==> src/rtl/gpio_irq_pkg.sv <==
package gpio_irq_pkg;

  // Write strobes decoded by the control block
  typedef struct packed {
    logic wrSense;
    logic wrBoth;
    logic wrEvent;
    logic wrMask;
    logic wrClear;
  } ctrlStrb_t;

  // Read source selection
  typedef enum logic [2:0] {
    RD_NONE   = 3'd0,
    RD_SENSE  = 3'd1,
    RD_BOTH   = 3'd2,
    RD_EVENT  = 3'd3,
    RD_MASK   = 3'd4,
    RD_RAW    = 3'd5,
    RD_MASKED = 3'd6
  } rdSel_t;

endpackage

==> src/rtl/gpio_irq_ctrl.sv <==
module gpio_irq_ctrl
  import gpio_irq_pkg::*;
#(
  parameter int ADDR_W = 12,
  parameter logic [ADDR_W-1:0] OFS_SENSE  = ADDR_W'('h404),
  parameter logic [ADDR_W-1:0] OFS_BOTH   = ADDR_W'('h408),
  parameter logic [ADDR_W-1:0] OFS_EVENT  = ADDR_W'('h40C),
  parameter logic [ADDR_W-1:0] OFS_MASK   = ADDR_W'('h410),
  parameter logic [ADDR_W-1:0] OFS_RAW    = ADDR_W'('h414),
  parameter logic [ADDR_W-1:0] OFS_MASKED = ADDR_W'('h418),
  parameter logic [ADDR_W-1:0] OFS_CLEAR  = ADDR_W'('h41C)
) (
  input  logic              regWrEn,
  input  logic [ADDR_W-1:0] regAddr,
  output ctrlStrb_t         strb,
  output rdSel_t            rdSel
);

  logic hitSense, hitBoth, hitEvent, hitMask, hitRaw, hitMasked, hitClear;

  assign hitSense  = (regAddr == OFS_SENSE);
  assign hitBoth   = (regAddr == OFS_BOTH);
  assign hitEvent  = (regAddr == OFS_EVENT);
  assign hitMask   = (regAddr == OFS_MASK);
  assign hitRaw    = (regAddr == OFS_RAW);
  assign hitMasked = (regAddr == OFS_MASKED);
  assign hitClear  = (regAddr == OFS_CLEAR);

  // Write strobes; the status offsets are read-only
  always_comb begin
    strb         = '0;
    strb.wrSense = regWrEn && hitSense;
    strb.wrBoth  = regWrEn && hitBoth;
    strb.wrEvent = regWrEn && hitEvent;
    strb.wrMask  = regWrEn && hitMask;
    strb.wrClear = regWrEn && hitClear;
  end

  // Read selection; clear offset and unmapped offsets read as zero
  always_comb begin
    rdSel = RD_NONE;
    if (hitSense)       rdSel = RD_SENSE;
    else if (hitBoth)   rdSel = RD_BOTH;
    else if (hitEvent)  rdSel = RD_EVENT;
    else if (hitMask)   rdSel = RD_MASK;
    else if (hitRaw)    rdSel = RD_RAW;
    else if (hitMasked) rdSel = RD_MASKED;
  end

endmodule

==> src/rtl/gpio_irq_datapath.sv <==
module gpio_irq_datapath
  import gpio_irq_pkg::*;
#(
  parameter int NUM_PINS = 8
) (
  input  logic                clk,
  input  logic                rstN,
  input  ctrlStrb_t           strb,
  input  rdSel_t              rdSel,
  input  logic [NUM_PINS-1:0] wrData,
  input  logic [NUM_PINS-1:0] pinLevel,
  input  logic [NUM_PINS-1:0] pinDir,
  output logic [NUM_PINS-1:0] rdData,
  output logic [NUM_PINS-1:0] rawStatus,
  output logic [NUM_PINS-1:0] maskReg,
  output logic [NUM_PINS-1:0] eventHits,
  output logic                irqOut
);

  logic [NUM_PINS-1:0] senseReg, bothReg, eventReg;
  logic [NUM_PINS-1:0] prevLevel;
  logic [NUM_PINS-1:0] clearBits;
  logic [NUM_PINS-1:0] statusNext;
  logic [NUM_PINS-1:0] maskedStatus;

  // Configuration registers
  always_ff @(posedge clk) begin
    if (!rstN) begin
      senseReg <= '0;
      bothReg  <= '0;
      eventReg <= '0;
      maskReg  <= '0;
    end else begin
      if (strb.wrSense) senseReg <= wrData;
      if (strb.wrBoth)  bothReg  <= wrData;
      if (strb.wrEvent) eventReg <= wrData;
      if (strb.wrMask)  maskReg  <= wrData;
    end
  end

  // Edge reference: level seen on the previous clock
  always_ff @(posedge clk) begin
    if (!rstN) prevLevel <= '0;
    else       prevLevel <= pinLevel;
  end

  // Per-pin trigger evaluation
  for (genvar p = 0; p < NUM_PINS; p++) begin : g_pin
    logic moved;
    logic polarityMatch;
    logic edgeHit;
    assign moved         = (pinLevel[p] ^ prevLevel[p]) & ~pinDir[p];
    assign polarityMatch = ~(pinLevel[p] ^ eventReg[p]);
    assign edgeHit       = moved & (bothReg[p] | polarityMatch);
    assign eventHits[p]  = senseReg[p] ? polarityMatch : edgeHit;
  end

  // Sticky status: clear first, then new events win
  assign clearBits  = strb.wrClear ? wrData : '0;
  assign statusNext = (rawStatus & ~clearBits) | eventHits;

  always_ff @(posedge clk) begin
    if (!rstN) rawStatus <= '0;
    else       rawStatus <= statusNext;
  end

  assign maskedStatus = rawStatus & maskReg;
  assign irqOut       = |maskedStatus;

  // Read mux
  always_comb begin
    case (rdSel)
      RD_SENSE:  rdData = senseReg;
      RD_BOTH:   rdData = bothReg;
      RD_EVENT:  rdData = eventReg;
      RD_MASK:   rdData = maskReg;
      RD_RAW:    rdData = rawStatus;
      RD_MASKED: rdData = maskedStatus;
      default:   rdData = '0;
    endcase
  end

endmodule

==> src/rtl/gpio_irq_detect.sv <==
module gpio_irq_detect
  import gpio_irq_pkg::*;
#(
  parameter int NUM_PINS = 8,
  parameter int ADDR_W   = 12
) (
  input  logic                clk,
  input  logic                rstN,
  input  logic [NUM_PINS-1:0] pinLevel,
  input  logic [NUM_PINS-1:0] pinDir,
  input  logic                regWrEn,
  input  logic [ADDR_W-1:0]   regAddr,
  input  logic [NUM_PINS-1:0] regWrData,
  output logic [NUM_PINS-1:0] regRdData,
  output logic                irqOut
);

  ctrlStrb_t           strb;
  rdSel_t              rdSel;
  logic [NUM_PINS-1:0] rawStatus;
  logic [NUM_PINS-1:0] maskReg;
  logic [NUM_PINS-1:0] eventHits;

  gpio_irq_ctrl #(
    .ADDR_W (ADDR_W)
  ) u_ctrl (
    .regWrEn (regWrEn),
    .regAddr (regAddr),
    .strb    (strb),
    .rdSel   (rdSel)
  );

  gpio_irq_datapath #(
    .NUM_PINS (NUM_PINS)
  ) u_dp (
    .clk       (clk),
    .rstN      (rstN),
    .strb      (strb),
    .rdSel     (rdSel),
    .wrData    (regWrData),
    .pinLevel  (pinLevel),
    .pinDir    (pinDir),
    .rdData    (regRdData),
    .rawStatus (rawStatus),
    .maskReg   (maskReg),
    .eventHits (eventHits),
    .irqOut    (irqOut)
  );

endmodule

==> config.mk <==
export PLATFORM = sky130hd
export DESIGN_NAME = gpio_irq_detect
export DESIGN_NICKNAME = d
export VERILOG_FILES = /design/src/rtl/gpio_irq_pkg.sv /design/src/rtl/gpio_irq_ctrl.sv /design/src/rtl/gpio_irq_datapath.sv /design/src/rtl/gpio_irq_detect.sv
export SDC_FILE = /design/constraint.sdc
export NUM_CORES = 1
export LEC_CHECK = 0
export BUFFER_PORTS_ARGS = -buffer_cell sky130_fd_sc_hd__buf_4
export CORE_MARGIN = 2
export CORE_UTILIZATION = 56
export CTS_CLUSTER_DIAMETER = 30
export DETAILED_ROUTE_END_ITERATION = 8
export GPL_TIMING_DRIVEN = 0
export PLACE_DENSITY = 0.87
export SLEW_MARGIN = 20
export SYNTH_ARGS = -nofsm -noshare
export SYNTH_HDL_FRONTEND = slang
export SYNTH_SLANG_ARGS = --single-unit
export TNS_END_PERCENT = 100
==> constraint.sdc <==
create_clock -name clk -period 2.39 [get_ports clk]
set_input_delay 0.478 -clock clk [delete_from_list [all_inputs] [get_ports clk]]
set_output_delay 0.478 -clock clk [all_outputs]
set_load 0.005 [all_outputs]
; Yosys cells after proc, flatten, opt, wreduce, memory -nomap -nowiden
; Index checks and enable logic that the tools add are counted.
[classes]
mux = 16
bitwise_logic = 60
n_reduce_logical = 6
n_eq_ne = 13
[ops]
columns = op, count
row1 = == test 12 x 11 -> 1 bit (second input constant), 7
row2 = one-hot mux 8 bit (6 select lines), 1
row3 = two-way mux 3 bit, 6
row4 = AND 1 bit, 16
row5 = AND 8 bit, 2
row6 = inverter 1 bit, 16
row7 = bitwise XOR 1 bit, 16
row8 = == test 3 bit (second input constant), 3
row9 = two-way mux 1 bit, 8
row10 = two-way mux 8 bit, 1
row11 = inverter 8 bit, 1
row12 = OR 1 bit, 8
row13 = OR 8 bit, 1
row14 = OR reduction 8 bit, 1
row15 = == test 3 x 2 -> 1 bit (second input constant), 2
row16 = logical AND 1 bit, 5
row17 = == test 3 x 1 -> 1 bit (second input constant), 1
[totals]
output_inout_bits = 9
input_bits = 39
reg_bits = 48

; Logic depth before layout (Yosys ltp)
; Gate-level depths: netlist of the first run.
[depth]
word_depth = 9
ltp_mapped = 6
ltp_nobuf = 4

; Hierarchy
; A second synthesis of the first run with hierarchy kept.
[hier_totals]
cells_unflattened = 301
hier_area_um2 = 2776.4
[by_module_without_submodules]
columns = mod, cells_per_inst, seq_area_each_um2, area_each_um2, instances
row1 = gpio_irq_datapath, 279, 960.9, 2555.0, 1
row2 = gpio_irq_ctrl, 22, 0.0, 221.5, 1

; Worst setup path before layout of the first run
; No wires, ideal clock.
[synth_path]
path_kind = input port to output port
start = input regAddr[1]
end = output regRdData[2]
path_buffers = 0
arrival_time_ps = 1556
setup_slack_ps = 356
cell_stages = 4
path_cell_list = nor3_2 nand3_2 or2_2 o22ai_1
[synth_between]
elab_chain_len = 9
word_cells_on_any_way = 19
[synth_rtl]
columns = element, line_no
row1 = "start, declared", gpio_irq_detect.sv:12  ; input logic [ADDR_W-1:0] regAddr,
row2 = == test 12 x 11 -> 1 bit, gpio_irq_ctrl.sv:26  ; assign hitMasked = (regAddr == OFS_MASKED);
row3 = two-way mux 3 bit, gpio_irq_ctrl.sv:47  ; else if (hitMasked) rdSel = RD_MASKED;
row4 = two-way mux 3 bit, gpio_irq_ctrl.sv:46  ; else if (hitRaw) rdSel = RD_RAW;
row5 = two-way mux 3 bit, gpio_irq_ctrl.sv:45  ; else if (hitMask) rdSel = RD_MASK;
row6 = two-way mux 3 bit, gpio_irq_ctrl.sv:44  ; else if (hitEvent) rdSel = RD_EVENT;
row7 = two-way mux 3 bit, gpio_irq_ctrl.sv:43  ; else if (hitBoth) rdSel = RD_BOTH;
row8 = two-way mux 3 bit (*), gpio_irq_ctrl.sv:42  ; if (hitSense) rdSel = RD_SENSE;
row9 = "== test 3 bit, or another cell as far along", gpio_irq_datapath.sv:72  ; case (rdSel)
row10 = one-hot mux 8 bit (6 select lines) (*), gpio_irq_datapath.sv:72
row11 = "end, declared", gpio_irq_detect.sv:14  ; output logic [NUM_PINS-1:0] regRdData,
; Mark *: on every way between the ends. The rest lies on a longest branch, timed or not.

; Worst setup path in the final report of the first run
; Same ends and word-level chain as after synthesis.

==> reports/qor.txt, run 1 <==
Status: finished, final reports clean
Total Routed Length: 7.09 mm
Via count: 2574
Period utilisation layout: 0.970
Post-Synthesis Mean Instance Area: 8.75 um2
Top cell family by delay on the critical path: simple AND/OR/NAND/NOR gates
Initial DRC count: 172
Vias in the first global route: 2348
Clock tree root buffer cell: clkbuf_8
Longest Clk Path Bufs: 2
Synth Net Count: 344
CP required: 1.91 ns
Pins Over Slew Limit: 0
Setup violations, final: 0
CTS H-tree lvls: 2
Yosys reg bits: 48
CP bufs+invs: 2
Initial antenna violation count: 0
Crit path launch type: input port
FFs w/ async S/R, synth: 0
Largest net degree at the start of global routing: 14
Flop pwr share: 0.539
Max-cap viol count: 0
Most used DFF post-synth: dfxtp_1
Routed Antenna Nets: 0
Switching share of power: 0.254
Leak: 1.42 nW
Mapped Area: 0.00267 mm2
Total CTS buffers: 5
CTS clock-pin slew for the worst setup and hold paths: 0.09 ns
Ant diodes: 0
CP endpoint kind: output port
Crit-path cells: buf_4 -> nor3_4 -> nand3_4 -> or2_2 -> o22ai_1 -> buf_4
Vias per cell: 6.20
Die Wd: 73.0 um
CP arrival: 1.84 ns
First-pass GRT wire length: 11.1 mm
Initial Util: 0.572
Net switching power: 0.387 mW
Sink Count: 48
Hold Path Class: input port to flop
Post-synth top area share: 0.360
Most common cell on crit path: buf_4
Fin util: 0.694
Synth Instances: 305
DR DRC count: 0
Worst reg2reg setup slack: 1.35 ns
Gp weighted congestion: 0.887
Area grow syn2layout: 21.2%
Std-Cell Rows: 25
HPWL after detailed placement: 4.82 mm
Sequential share of the synthesized area: 0.360
Die height: 73.0 um
Setup TNS: 0 ns
Post-synth EDFFs: 0
Internal power: 1.14 mW
Fin. Hold Viols: 0
Pwr Total: 1.53 mW
Core Footprint: 0.00466 mm2
Fmax: 431 MHz
Tmin final: 2.32 ns
Gr usage total: 0.271
Most area-hungry cell type in the Yosys netlist: dfxtp_1
PD cells: 472 mW/mm2
Nets: 399
Netlist cell types: 39
CP Class: input port to output port
# port buffers: 46
Non-Filler Instances: 415
Pre-CTS setup slack: -0.151 ns
CTS tree: built
First-pass iteration count of the detailed router: 5
Share of layout cells above drive strength 1: 0.205
Peak supply drop: 356 uV
Critical-path top delay cell: nor3_4
Clock share of power: 0.332
Max incr delay on CP: 0.38 ns
Clock latency on the worst-skew pair: 0.31 ns
Slew margin rel.: 0.566
Logic pwr share: 0.130
Post-route setup slack: 0.0722 ns
Unrepaired setup endpoints after global routing: false
Slew @ Worst Pin: 0.651 ns
Ports: 48
Max Clock Skew: 0.00978 ns
Die ar.: 0.00533 mm2
Total global routing overflow: 0
Synth area leaders: dfxtp_1 36%, mux2i_1 12%, xnor2_1 5.3%, nand2_1 4.9%, a22oi_1 4.5%
Yosys warns: 0
CP Max Fanout: 10
Placed Instances: 405
Drt wl/cell: 17.1 um
[worst reg2reg max path: stages (launching register included)]
cell      delay [ns]
dfxtp_1         0.43
nand2_1         0.08
o22ai_1         0.15
o21bai_1        0.12
a31oi_1         0.18
[area by class of cell]
| cell class | count | area, um2 |
|---|---|---|
| Clock buffer | 8 | 90.1 |
| Inverter | 2 | 7.51 |
| Tap cell | 54 | 67.6 |
| Timing Repair Buffer | 49 | 368 |
| Multi-Input combinational cell | 241 | 1670 |
| Buffer | 13 | 67.6 |
| Sequential cell | 48 | 961 |
| Fill cell | 369 | 1430 |
[through the flow]
stage               instance area (um2)  hold slack (ns)
floorplan                          2670            0.451
global placement                   3080            0.465
detailed placement                 3080            0.476
CTS                                3210            0.418
global route                       3230            0.423
finish                             3230            0.417
[cells by family after synthesis]
| group | Yosys count | share of synthesized area |
|---|---|---|
| and+or+nand+nor | 124 | 0.261 |
| DFF | 48 | 0.360 |
| AOI/OAI and AO/OA | 67 | 0.174 |
| muxes | 34 | 0.129 |
| buffers and inverters | 16 | 0.0239 |
| xor gates and xnor gates | 16 | 0.0525 |
[routing by layer]
| metal | wire (um) | track usage | vias to the layer above |
|---|---|---|---|
| met3 | 543 | 0.0483 | 17 |
| met5 | 0 | 0 | - |
| met2 | 3290 | 0.433 | 130 |
| met1 | 3070 | 0.350 | 1207 |
| li1 | - | - | 1220 |
| met4 | 195 | 0.134 | 0 |
[synth_stat cells (2+ instances only)]
cell,count
clkbuf_1,10
buf_2,3
dfxtp_1,48
nand2b_1,13
o21bai_1,8
o22a_1,3
mux2i_1,32
nand3_1,9
nor4bb_1,2
o21ai_0,12
o22ai_1,10
a222oi_1,2
a32o_1,5
and2_1,9
nand2_1,35
and4_1,2
nand4_2,2
nor2b_1,3
a21oi_1,3
inv_1,2
xnor2_1,16
mux2_2,2
nor2_1,28
nor3b_1,9
a22oi_1,16
a31oi_1,8
[path summary, 6_finish.rpt]
path	start	end	cells past startpoint
setup reg to reg	u_dp.eventReg[1]	u_dp.rawStatus[1]	4
setup / recovery	regAddr[1]	regRdData[2]	6
hold / removal	pinLevel[0]	u_dp.prevLevel[0]	2
hold reg to reg	u_dp.maskReg[2]	u_dp.maskReg[2]	2
[cells in the final DEF (no fill, tap or decap), types with 10 or more instances in the layout]
master,instances
o22ai_1,10
nor2_1,27
xnor2_1,16
mux2i_1,32
buf_4,50
nand2_1,35
nand2b_1,13
o21ai_0,12
dfxtp_1,48
a22oi_1,16
[state kept, by name, indices dropped and copies added, names as in the netlist]
register	cells
u_dp.prevLevel	8
u_dp.rawStatus	8
u_dp.bothReg	8
u_dp.eventReg	8
u_dp.maskReg	8
u_dp.senseReg	8
[power by group through the flow]
stage                     Combinational (mW)  Sequential [mW]  Clock, mW
after global placement                 0.182            0.840          0
final                                  0.198            0.822      0.507
after CTS                              0.192            0.822      0.502
after detailed placement               0.186            0.841          0
after global routing                   0.213            0.824      0.528
after floorplan                       0.0924            0.838          0
[timing repair]
item                       in CTS  in global routing
hold buffers                    0                  0
gates resized for setup         7                  8
buffers inserted                2                  1
hold endpoints to repair        0                  0
setup endpoints to repair       8                  6
pin swaps                       1                  1
(Power assumes the default switching activity.)
==> run 2: changes to the inputs <==
--- a/config.mk
+++ b/config.mk
@@ -6,6 +6,7 @@
 export NUM_CORES = 1
 export LEC_CHECK = 0
 export BUFFER_PORTS_ARGS = -buffer_cell sky130_fd_sc_hd__buf_4
+export CORE_ASPECT_RATIO = 1.5
 export CORE_MARGIN = 2
 export CORE_UTILIZATION = 56
 export CTS_CLUSTER_DIAMETER = 30
@@ -15,5 +16,6 @@
 export SLEW_MARGIN = 20
 export SYNTH_ARGS = -nofsm -noshare
 export SYNTH_HDL_FRONTEND = slang
+export SYNTH_HIERARCHICAL = 1
 export SYNTH_SLANG_ARGS = --single-unit
 export TNS_END_PERCENT = 100
==> run 2 against run 1 <==
Net effect: the run now ends with negative setup slack left; non-clock buffer count up 17; worst setup slack worse by 0.64 ns; die area up 2.7%; register-to-register slack worse by 0.10 ns; highest routed layer unchanged.
==> reports/qor.txt, run 2 <==
Initial DRC count: 188 (+9.3%)
Initial Util: 0.574 (+0.00122)
Clock share of power: 0.397 (+0.065)
Total CTS buffers: 5 (unchanged)
Flop pwr share: 0.509 (-0.030)
Std-Cell Rows: 31 (+24%)
CTS tree: built
Reg2Reg Depth: 3 (-1)
Gr usage total: 0.278 (+0.00748)
Initial antenna violation count: 0 (unchanged)
Period utilisation layout: 1.24 (+0.266)
CP required: 1.91 ns (about the same)
Worst reg2reg setup slack: 1.25 ns (-0.10 ns)
Mapped Area: 0.00274 mm2 (+2.6%)
Most frequent cells in the layout: 58 x buf_4, 48 x dfxtp_1, 45 x mux2i_1
Total Routed Length: 7.85 mm (+11%)
First-pass GRT wire length: 11.3 mm (+1.9%)
Switching share of power: 0.222 (-0.0319)
Ports: 48 (unchanged)
Fmax: 339 MHz (-22%)
PD cells: 454 mW/mm2 (-3.8%)
Min-delay src: pinLevel[7]
Hold path cells: 2 (unchanged)
Routed Antenna Nets: 0 (unchanged)
Peak supply drop: 587 uV (+65%)
Synth Net Count: 332 (-3.5%)
Hold Path Class: input port to flop
Clock tree root buffer cell: clkbuf_8
Fin util: 0.745 (+0.0517)
Commonest non-fill, non-tap cell in the layout: buf_4
# port buffers: 47 (+2.2%)
CP Max Fanout: 5 (-5)
Pre-CTS setup slack: -0.625 ns (-0.474 ns)
Tmin final: 2.95 ns (+0.635 ns)
Post-route setup slack: -0.563 ns (-0.635 ns)
Internal power: 1.26 mW (+10%)
CP Class: input port to output port
CP arrival: 2.48 ns (+0.64 ns)
CP bufs+invs: 3 (+1)
First-pass iteration count of the detailed router: 5 (unchanged)
HPWL after detailed placement: 4.71 mm (-2.2%)
Share of layout cells above drive strength 1: 0.292 (+0.0870)
Longest Clk Path Bufs: 2 (unchanged)
Pins Over Slew Limit: 0 (unchanged)
CTS clock-pin slew for the worst setup and hold paths: 0.09 ns (about the same)
Ant diodes: 0 (unchanged)
Die height: 89.6 um (+23%)
Fin. Hold Viols: 0 (unchanged)
Die Wd: 61.1 um (-16%)
Leak: 1.24 nW (-13%)
Area grow syn2layout: 29.9%
Clock latency on the worst-skew pair: 0.30 ns (about the same)
Die ar.: 0.00547 mm2 (+2.7%)
Top cell family by delay on the critical path: simple AND/OR/NAND/NOR gates
Pwr Total: 1.62 mW (+5.8%)
Max Clock Skew: 0.00266 ns (-0.00712 ns)
Max-cap viol count: 0 (unchanged)
Yosys warns: 6 (+6)
Gp weighted congestion: 0.820 (-7.7%)
Nets: 401 (+0.50%)
CTS H-tree lvls: 2 (unchanged)
Slew margin rel.: 0.563 (-0.00225)
FF-to-FF End: u_dp/rawStatus[1]
Status: finished with violations
Drt wl/cell: 18.3 um (+7.0%)
DR DRC count: 0 (unchanged)
Via count: 2637 (+2.4%)
Core Footprint: 0.00477 mm2 (+2.4%)
Post-Synthesis Mean Instance Area: 9.34 um2 (+6.8%)
FF-to-FF Start: u_dp/bothReg[1]
CP Depth: 8 (+2)
Hold Path End: u_dp/prevLevel[7]
Sink Count: 48 (unchanged)
Logic pwr share: 0.093 (-0.037)
Largest net degree at the start of global routing: 15 (+1)
Synth Instances: 293 (-3.9%)
CP endpoint kind: output port
Crit path launch type: input port
Vias per cell: 6.15 (-0.90%)
Slew @ Worst Pin: 0.655 ns (+0.00337 ns)
Total global routing overflow: 0 (unchanged)
Max incr delay on CP: 0.59 ns (+0.21 ns)
Most common cell on crit path: buf_6
Vias in the first global route: 2391 (+1.8%)
Unrepaired setup endpoints after global routing: true
Net switching power: 0.358 mW (-7.5%)
Failing checks: negative setup slack
Critical-path top delay cell: or4_4
Setup violations, final: 8 (+8)
Crit-path cells: buf_6 -> or4_4 -> nor4_4 -> nor2b_4 -> buf_6 -> a32oi_2 -> mux2i_1 -> buf_4
==> run 2: power groups by stage <==
stage	clock, mW	sequential (mW)	combinational [mW]
floorplan	0	0.837	0.0591
global placement	0	0.840	0.140
global route	0.674	0.825	0.162
finish	0.642	0.823	0.151
CTS	0.639	0.822	0.146
detailed placement	0	0.840	0.144
==> run 2: how the worst max path moves through the flow <==
stage,endpoint,slack (ns),from
finish,regRdData[6],-0.56,regAddr[9]
global route,regRdData[5],-0.60,regAddr[9]
CTS,regRdData[2],-0.55,regAddr[0]
detailed placement,regRdData[7],-0.62,regAddr[7]
global placement,regRdData[4],-0.62,regAddr[7]
floorplan,regRdData[2],-0.19,regAddr[9]
==> run 2: cell type report <==
| type | instances | area (um2) |
|---|---|---|
| multi-input combinational | 226 | 1730 |
| fill | 326 | 1210 |
| sequential | 48 | 961 |
| clock buffer | 7 | 96.3 |
| tap | 66 | 82.6 |
| clock inverter | 1 | 30.0 |
| timing repair buffer | 65 | 541 |
| inverter | 2 | 7.51 |
| buffer | 14 | 104 |
==> run 2: per-layer routing <==
layer / track usage / part of all wire / vias to the layer above
met5: 0 / 0 / -
met4: 0.117 / 0.030 / 0
met3: 0.0430 / 0.075 / 29
met2: 0.497 / 0.52 / 171
met1: 0.320 / 0.37 / 1222
li1: - / - / 1215
==> run 2: what timing repair did <==
| item | CTS | global route |
|---|---|---|
| buffers inserted | 6 | 11 |
| hold buffers | 0 | 0 |
| setup endpoints to repair | 8 | 8 |
| pin swaps | 3 | 8 |
| cloned | 1 | 1 |
| resized for setup | 13 | 8 |
==> run 2: per-stage QoR <==
step	hold WS, ns	setup TNS (ns)	instances	instance area (um2)
after global routing	0.413	-4.36	429	3560
after floorplan	0.475	-0.937	293	2760
after global placement	0.501	-4.73	406	3200
after CTS	0.413	-3.74	420	3420
after detailed placement	0.512	-4.85	406	3200
final	0.413	-3.93	429	3560
